<file path="src/rtl/isr_pkg.sv">
package isr_pkg;
  localparam int STAT_W = 16;
  localparam int IDX_W  = $clog2(STAT_W);
  localparam int ADDR_W = 2;

  localparam int B_TXE   = 2;
  localparam int B_SLV   = 6;
  localparam int B_STOP  = 7;
  localparam int B_ARB   = 8;
  localparam int B_BUSY  = 9;
  localparam int B_NACK  = 10;
  localparam int B_RSTRT = 11;

  localparam logic [STAT_W-1:0] STICKY_MASK =
    STAT_W'((1 << B_SLV) | (1 << B_STOP) | (1 << B_ARB) | (1 << B_NACK) | (1 << B_RSTRT));
  localparam logic [STAT_W-1:0] LEVEL_MASK = STAT_W'((1 << B_TXE) | (1 << B_BUSY));
  localparam logic [STAT_W-1:0] IMPL_MASK  = STICKY_MASK | LEVEL_MASK;

  typedef enum logic [ADDR_W-1:0] {
    A_ENABLE = 2'd0,
    A_CLEAR  = 2'd1,
    A_STATUS = 2'd2,
    A_SPARE  = 2'd3
  } regSel_e;

  typedef struct packed {
    logic              enWr;
    logic              clrWr;
    logic [STAT_W-1:0] wrBits;
    regSel_e           rdSel;
  } strobe_t;
endpackage

</file>
<file path="src/rtl/isr_ctrl.sv">
module isr_ctrl
  import isr_pkg::*;
(
  input  logic              regWrEn,
  input  logic [ADDR_W-1:0] regAddr,
  input  logic [STAT_W-1:0] regWrData,
  output strobe_t           strobe
);
  regSel_e sel;

  always_comb begin
    sel           = regSel_e'(regAddr);
    strobe.rdSel  = sel;
    strobe.wrBits = regWrData;
    strobe.enWr   = regWrEn && (sel == A_ENABLE);
    strobe.clrWr  = regWrEn && (sel == A_CLEAR);
  end
endmodule

</file>
<file path="src/rtl/isr_datapath.sv">
module isr_datapath
  import isr_pkg::*;
(
  input  logic              clk,
  input  logic              rstN,
  input  strobe_t           strobe,
  input  logic [STAT_W-1:0] evtVec,
  input  logic [STAT_W-1:0] liveVec,
  output logic [STAT_W-1:0] rdData,
  output logic              irqOut,
  output logic [IDX_W-1:0]  pendIdx
);
  logic [STAT_W-1:0] stickyQ, enableQ, statusVec, masked, setVec, clrVec;
  logic [IDX_W-1:0]  topIdx;
  logic              irqQ;
  logic [IDX_W-1:0]  idxQ;

  assign setVec = evtVec & STICKY_MASK;
  assign clrVec = strobe.clrWr ? (strobe.wrBits & STICKY_MASK) : '0;

  // event set has priority over a same-cycle clear
  always_ff @(posedge clk or negedge rstN) begin
    if (!rstN) stickyQ <= '0;
    else       stickyQ <= (stickyQ & ~clrVec) | setVec;
  end

  always_ff @(posedge clk or negedge rstN) begin
    if (!rstN)            enableQ <= '0;
    else if (strobe.enWr) enableQ <= strobe.wrBits & IMPL_MASK;
  end

  assign statusVec = stickyQ | (liveVec & LEVEL_MASK);
  assign masked    = statusVec & enableQ;

  // highest set bit wins
  always_comb begin
    topIdx = '0;
    for (int i = 0; i < STAT_W; i++)
      if (masked[i]) topIdx = IDX_W'(i);
  end

  always_ff @(posedge clk or negedge rstN) begin
    if (!rstN) begin
      irqQ <= 1'b0;
      idxQ <= '0;
    end else begin
      irqQ <= |masked;
      idxQ <= topIdx;
    end
  end

  assign irqOut  = irqQ;
  assign pendIdx = idxQ;

  always_comb begin
    case (strobe.rdSel)
      A_ENABLE: rdData = enableQ;
      A_STATUS: rdData = statusVec;
      default:  rdData = '0;
    endcase
  end

  generate
    for (genvar b = 0; b < STAT_W; b++) begin : g_chk
      if (STICKY_MASK[b]) begin : g_sticky
        p_evt_sets_r2: assert property (@(posedge clk) disable iff (!rstN)
          evtVec[b] |=> statusVec[b]);
        p_evt_beats_clr_r4: assert property (@(posedge clk) disable iff (!rstN)
          (evtVec[b] && strobe.clrWr && strobe.wrBits[b]) |=> statusVec[b]);
        p_clr_drops_r3: assert property (@(posedge clk) disable iff (!rstN)
          (strobe.clrWr && strobe.wrBits[b] && !evtVec[b]) |=> !statusVec[b]);
        p_hold_r3: assert property (@(posedge clk) disable iff (!rstN)
          (statusVec[b] && !(strobe.clrWr && strobe.wrBits[b])) |=> statusVec[b]);
      end
    end
  endgenerate

  p_irq_cause_r8: assert property (@(posedge clk) disable iff (!rstN)
    irqOut |-> $past(|(statusVec & enableQ)));
  p_idx_top_r9: assert property (@(posedge clk) disable iff (!rstN)
    irqOut |-> (($past(masked) >> pendIdx) == STAT_W'(1)));
  p_none_r10: assert property (@(posedge clk) disable iff (!rstN)
    !irqOut |-> (pendIdx == '0));
endmodule

</file>
<file path="src/rtl/isr_unit.sv">
module isr_unit
  import isr_pkg::*;
(
  input  logic              clk,
  input  logic              rstN,
  input  logic              evtSlaveAddr,
  input  logic              evtStop,
  input  logic              evtArbLost,
  input  logic              evtNack,
  input  logic              evtRepStart,
  input  logic              txFifoEmpty,
  input  logic              busBusy,
  input  logic              regWrEn,
  input  logic [ADDR_W-1:0] regAddr,
  input  logic [STAT_W-1:0] regWrData,
  output logic [STAT_W-1:0] regRdData,
  output logic              irqOut,
  output logic [IDX_W-1:0]  pendIdx
);
  strobe_t           strobe;
  logic [STAT_W-1:0] evtVec, liveVec;

  always_comb begin
    evtVec          = '0;
    evtVec[B_SLV]   = evtSlaveAddr;
    evtVec[B_STOP]  = evtStop;
    evtVec[B_ARB]   = evtArbLost;
    evtVec[B_NACK]  = evtNack;
    evtVec[B_RSTRT] = evtRepStart;
    liveVec         = '0;
    liveVec[B_TXE]  = txFifoEmpty;
    liveVec[B_BUSY] = busBusy;
  end

  isr_ctrl u_ctrl (
    .regWrEn  (regWrEn),
    .regAddr  (regAddr),
    .regWrData(regWrData),
    .strobe   (strobe)
  );

  isr_datapath u_dp (
    .clk    (clk),
    .rstN   (rstN),
    .strobe (strobe),
    .evtVec (evtVec),
    .liveVec(liveVec),
    .rdData (regRdData),
    .irqOut (irqOut),
    .pendIdx(pendIdx)
  );
endmodule

</file>
<file path="config.mk">
export PLATFORM = sky130hd
export DESIGN_NAME = isr_unit
export DESIGN_NICKNAME = d
export VERILOG_FILES = /design/src/rtl/isr_pkg.sv /design/src/rtl/isr_ctrl.sv /design/src/rtl/isr_datapath.sv /design/src/rtl/isr_unit.sv
export SDC_FILE = /design/constraint.sdc
export NUM_CORES = 1
export LEC_CHECK = 0
export BUFFER_PORTS_ARGS = -buffer_cell sky130_fd_sc_hd__buf_2
export CELL_PAD_IN_SITES_DETAIL_PLACEMENT = 1
export CELL_PAD_IN_SITES_GLOBAL_PLACEMENT = 1
export CORE_MARGIN = 2
export CORE_UTILIZATION = 32
export DETAILED_ROUTE_END_ITERATION = 6
export GPL_TIMING_DRIVEN = 0
export PLACE_DENSITY = 0.89
export RECOVER_POWER = 25
export SLEW_MARGIN = 25
export SYNTH_ARGS = -nofsm -noshare
export SYNTH_HDL_FRONTEND = slang
export SYNTH_HIERARCHICAL = 1
export SYNTH_SLANG_ARGS = --single-unit
</file>
<file path="constraint.sdc">
create_clock -name clk -period 1.5 [get_ports clk]
set_clock_uncertainty 0.15 [all_clocks]
set_input_delay 0.15 -clock clk [delete_from_list [all_inputs] [get_ports clk]]
set_output_delay 0.15 -clock clk [all_outputs]
set_load 0.005 [all_outputs]
</file>
Yosys cells after proc, flatten, opt, wreduce, memory -nomap -nowiden --
Cells that the tools add are included.
Word-level totals: memories 0, memory bits (writable) 0, logic and storage cells 32, bits in read-only memories 0, input bits 28, output and inout port bits 21, latch bits 0, register bits after elaboration 28
Operators by class: magnitude comparators 0, multipliers 0, divide/modulo/power cells 0, bitwise gates (word level) 5, reductions and logical operators 4, equality and inequality tests 2, add/sub/neg operators 0, shift-type cells 0, mux-type cells 17
Operator list (count):
- 2-to-1 mux 4 bit | 14
- one-hot mux 16 bit (2 select lines) | 1
- bitwise AND 16 x 12 -> 16 bit | 1
- bitwise AND 16 bit | 1
- NOT 16 bit | 1
- bitwise OR 16 x 10 -> 16 bit | 1
- bitwise OR 16 x 12 -> 16 bit | 1
- OR reduction 16 bit | 1
- 2-to-1 mux 12 bit | 1
- equality test 2 x 1 -> 1 bit, second input constant | 1
- equality test 2 bit, second input constant | 1
- logical AND 1 bit | 2
- logical NOT 2 bit | 1
- 2-to-1 mux 1 bit | 1

Logic depth before layout (Yosys ltp) --
depth in word-level cells 17, mapped depth 4

Cells and area by module --
The synthesis kept the hierarchy.
Modules (own cells, without submodules):
- isr_datapath | area an instance 820.8 um2, instances 1, seq. area each 425.4 um2, cells an instance 73
- isr_ctrl | area an instance 156.4 um2, instances 1, seq. area each 0.0 um2, cells an instance 20
- isr_unit | area an instance 3.8 um2, instances 1, seq. area each 0.0 um2, cells an instance 1

Worst setup path after synthesis --
Ideal clock, no wire load.
path type reg-to-reg, from register u_dp.stickyQ[7], to register u_dp.idxQ[1], in the netlist u_dp/pendIdx[1], cell stages (with the launch flop) 4, arrival 0.898 ns, library setup time 0.131 ns, setup slack 0.321 ns, path through dfrtp_1 -> a222oi_1 -> nand2b_1 -> nand2_1
On the way: longest elaborated chain between the ends 11
RTL lines:
- start: declaration | RTL line isr_datapath.sv:13 | logic [STAT_W-1:0] stickyQ, enableQ, statusVec, masked, setVec, clrVec;
- start signal: assignment | RTL line isr_datapath.sv:24 | else stickyQ <= (stickyQ & ~clrVec) | setVec;
- bitwise OR 16 x 10 -> 16 bit | RTL line isr_datapath.sv:32 | assign statusVec = stickyQ | (liveVec & LEVEL_MASK);
- bitwise AND 16 x 12 -> 16 bit | RTL line isr_datapath.sv:33 | assign masked = statusVec & enableQ;
- 2-to-1 mux 4 bit (9 in series) | RTL line isr_datapath.sv:39 | if (masked[i]) topIdx = IDX_W'(i);
- via u_dp.topIdx[1] | RTL line isr_datapath.sv:14 | logic [IDX_W-1:0] topIdx;
- end signal: assignment | RTL line isr_datapath.sv:48 | idxQ <= topIdx;
- end: declaration | RTL line isr_datapath.sv:16 | logic [IDX_W-1:0] idxQ;
The timed path passes the listed nets, and every way through them passes these cells. A chain may end at the register's enable or synchronous reset.

Final worst setup path --
from input evtNack, to register u_dp.stickyQ[10]
On the way: longest elaborated chain between the ends 1
RTL lines:
- start: declaration | RTL line isr_unit.sv:9 | input logic evtNack,
- bitwise OR 16 x 12 -> 16 bit | RTL line isr_datapath.sv:24
No other way between the ends.

==> results.tsv <==
metric	value	unit
global router's overall resource usage	0.1422	
initial antenna violation count	0	
number of CTS-inserted buffers	3	
endpoint with the worst hold slack	u_dp/irqOut	
Crit path buffers/inverters	3	
number of vias per cell	4.461	
TritonCTS clock tree	yes	
Clock H-tree levels	1	
number of global-route vias before repair	757	
Layout area overhead	41.27	%
Buffers on Ports	23	
peak per-stage delay on the critical path	540	ps
critical path type	input pin to flop	
wire length of the first global-routing pass	3498	um
y dimension of the die	57.32	um
diode insertion count for antenna repair	0	
Total Die Area	0.003285	sq mm
iteration count of the initial detailed-routing pass	4	
data required time at the worst endpoint	1540	ps
number of ports placed on the die boundary	49	
finished layout cell area	0.001285	sq mm
hold path depth	3	
slew margin rel.	0.3824	
routed wirelength normalized by instance count	12.75	um
final worst-path cycle share	0.9590	
type of the most critical hold path	input pin to flop	
num rows	19	
summed instance area of the synthesized netlist	909.6	sq um
cell count of the worst reg-to-reg path	2	
Max Cap Violations	0	
remaining antenna violation count	0	
number of max-slew violations in the final report	0	
starting density of the core	0.3327	
Total Wirelength	2129	um
RSZ-0062 raised after global routing	no	
net count of the finished layout	165	
first-iteration detailed-routing DRC count	5	
met1 layer usage reported by global route	0.1580	
terminus of the critical flop-to-flop path	u_dp/stickyQ[11]	
residual DRC count	0	
global-route track usage on met3	0.04082	
setup violators final	0	
worst setup slack for register-to-register paths	90	ps
detailed-route via count	745	
hold path startpoint	txFifoEmpty	
clock sink count	17	
power per cell area	860.6	mW/mm^2
clock slew at reported path FFs	100	ps
P_leak	0.0006283	uW
CP arrival	1480	ps
number of warnings reported in the yosys synthesis log	6	
cell at the root of the clock tree	clkbuf_4	
maximum clock path buffer count	2	
start of the worst register-to-register path	u_dp/stickyQ[11]	
endpoints failing hold	0	
detailed-placement wirelength estimate	1636	um
Final Wtd Congestion	0.8601	
Max stage delay cell, worst path	dlygate4sd3_1	
Worst Path Max Fanout	1	
highest attainable clock frequency	0.6952	GHz
slew at the pin closest to its max-slew limit	926.4	ps
Final WS setup	61.52	ps
Cells after Synth	84	
Post-Place Cell Area	0.001094	sq mm
horizontal die dimension	57.32	um
type of element capturing the critical path	flop	
final-layout setup total negative slack	0	ps
library cell appearing most often on the critical path	dlygate4sd3_1	
cell type group with the largest total delay on the critical path	buffers and inverters	
global-route track usage on met2	0.2627	
status	finished clean	
worst setup slack before clock tree synthesis	195.4	ps
busiest grt layer	met2	
Final min period	1438	ps
synthesized area per cell	10.83	sq um
layout cell share with drive strength beyond 1	0.4191	
largest vdd supply drop	0.5865	mV
CP Launch Type	input pin	
Core Footprint	0.002734	sq mm
maximum number of pins on one net before global-route repair	18	
crit path cell chain	dlygate4sd3_1, buf_2, a21o_1, dlygate4sd3_1	
latest clock arrival within the worst-skew pair	300	ps
Remaining Overflow, GRT	0	
stage by stage:
step / hold slack, ps / cells / utilization / power, uW
3_5_place_dp: -55.18 / 146 / 0.4000 / 843.2
5_1_grt: 39.32 / 167 / 0.4700 / 1190
6_report: 34.63 / 167 / 0.4700 / 1106
4_1_cts: 33.94 / 166 / 0.4687 / 1119
2_1_floorplan: -295.6 / 92 / - / 738.3
3_3_place_gp: -73.68 / 146 / 0.4000 / 827.6
where the power goes:
part | switching [uW] | internal, uW | leakage, uW | total (uW)
combinational | 119 | 175 | 0.000428 | 294
sequential | 49.9 | 521 | 0.000182 | 571
clock | 142 | 99.4 | 0.0000177 | 241
worst min-delay path: stages:
cell	delay, ps
buf_2	90
a222oi_1	90
nand3_1	100
layer usage:
| metal | vias to the layer above | part of all wire |
|---|---|---|
| met1 | 356 | 0.39 |
| met5 | - | 0 |
| met4 | 0 | 0 |
| li1 | 367 | - |
| met3 | 0 | 0.050 |
| met2 | 22 | 0.56 |
state kept, by name, summed over array words and instances (netlist names):
register	count
u_dp/stickyQ	5
u_dp/enableQ	7
u_dp/pendIdx	4
u_dp/irqOut	1
worst max-delay path by stage:
stage	start	endpoint	cells after the start
after floorplan	u_dp/stickyQ[7]	u_dp/pendIdx[1]	3
after global placement	regAddr[1]	u_dp/enableQ[2]	4
after detailed placement	regAddr[1]	u_dp/enableQ[6]	4
after CTS	regWrData[6]	u_dp/stickyQ[6]	5
after global routing	u_dp/enableQ[7]	regRdData[7]	3
final	evtNack	u_dp/stickyQ[10]	4
layout make-up:
cell class,count,area [sq um]
timing repair buffer,40,279.0
sequential,17,425.4
fill,325,1449
clock buffer,3,22.52
clock inverter,1,5.005
buffer,20,145.1
tap,31,38.79
multi-input combinational,55,369.1
cell usage in the layout (no fill, tap or decap), drive strengths merged:
cell         instances
clkbuf               4
and3b                1
nor3b                1
nand3                1
buf                 44
a22o                 1
nand2b               1
mux2i                7
a22oi                3
mux2                 7
conb                 9
nor2                 8
a222oi               1
a21o                 5
clkinv               1
a32o                 1
nand2                9
dlygate4sd3         15
dfrtp               17
timing repair:
item,CTS,global route
resized for setup,0,0
hold buffers,16,0
hold endpoints to repair,29,0
setup endpoints to repair,0,2
buffers inserted,0,2
Power figures use the tool's default switching activity.
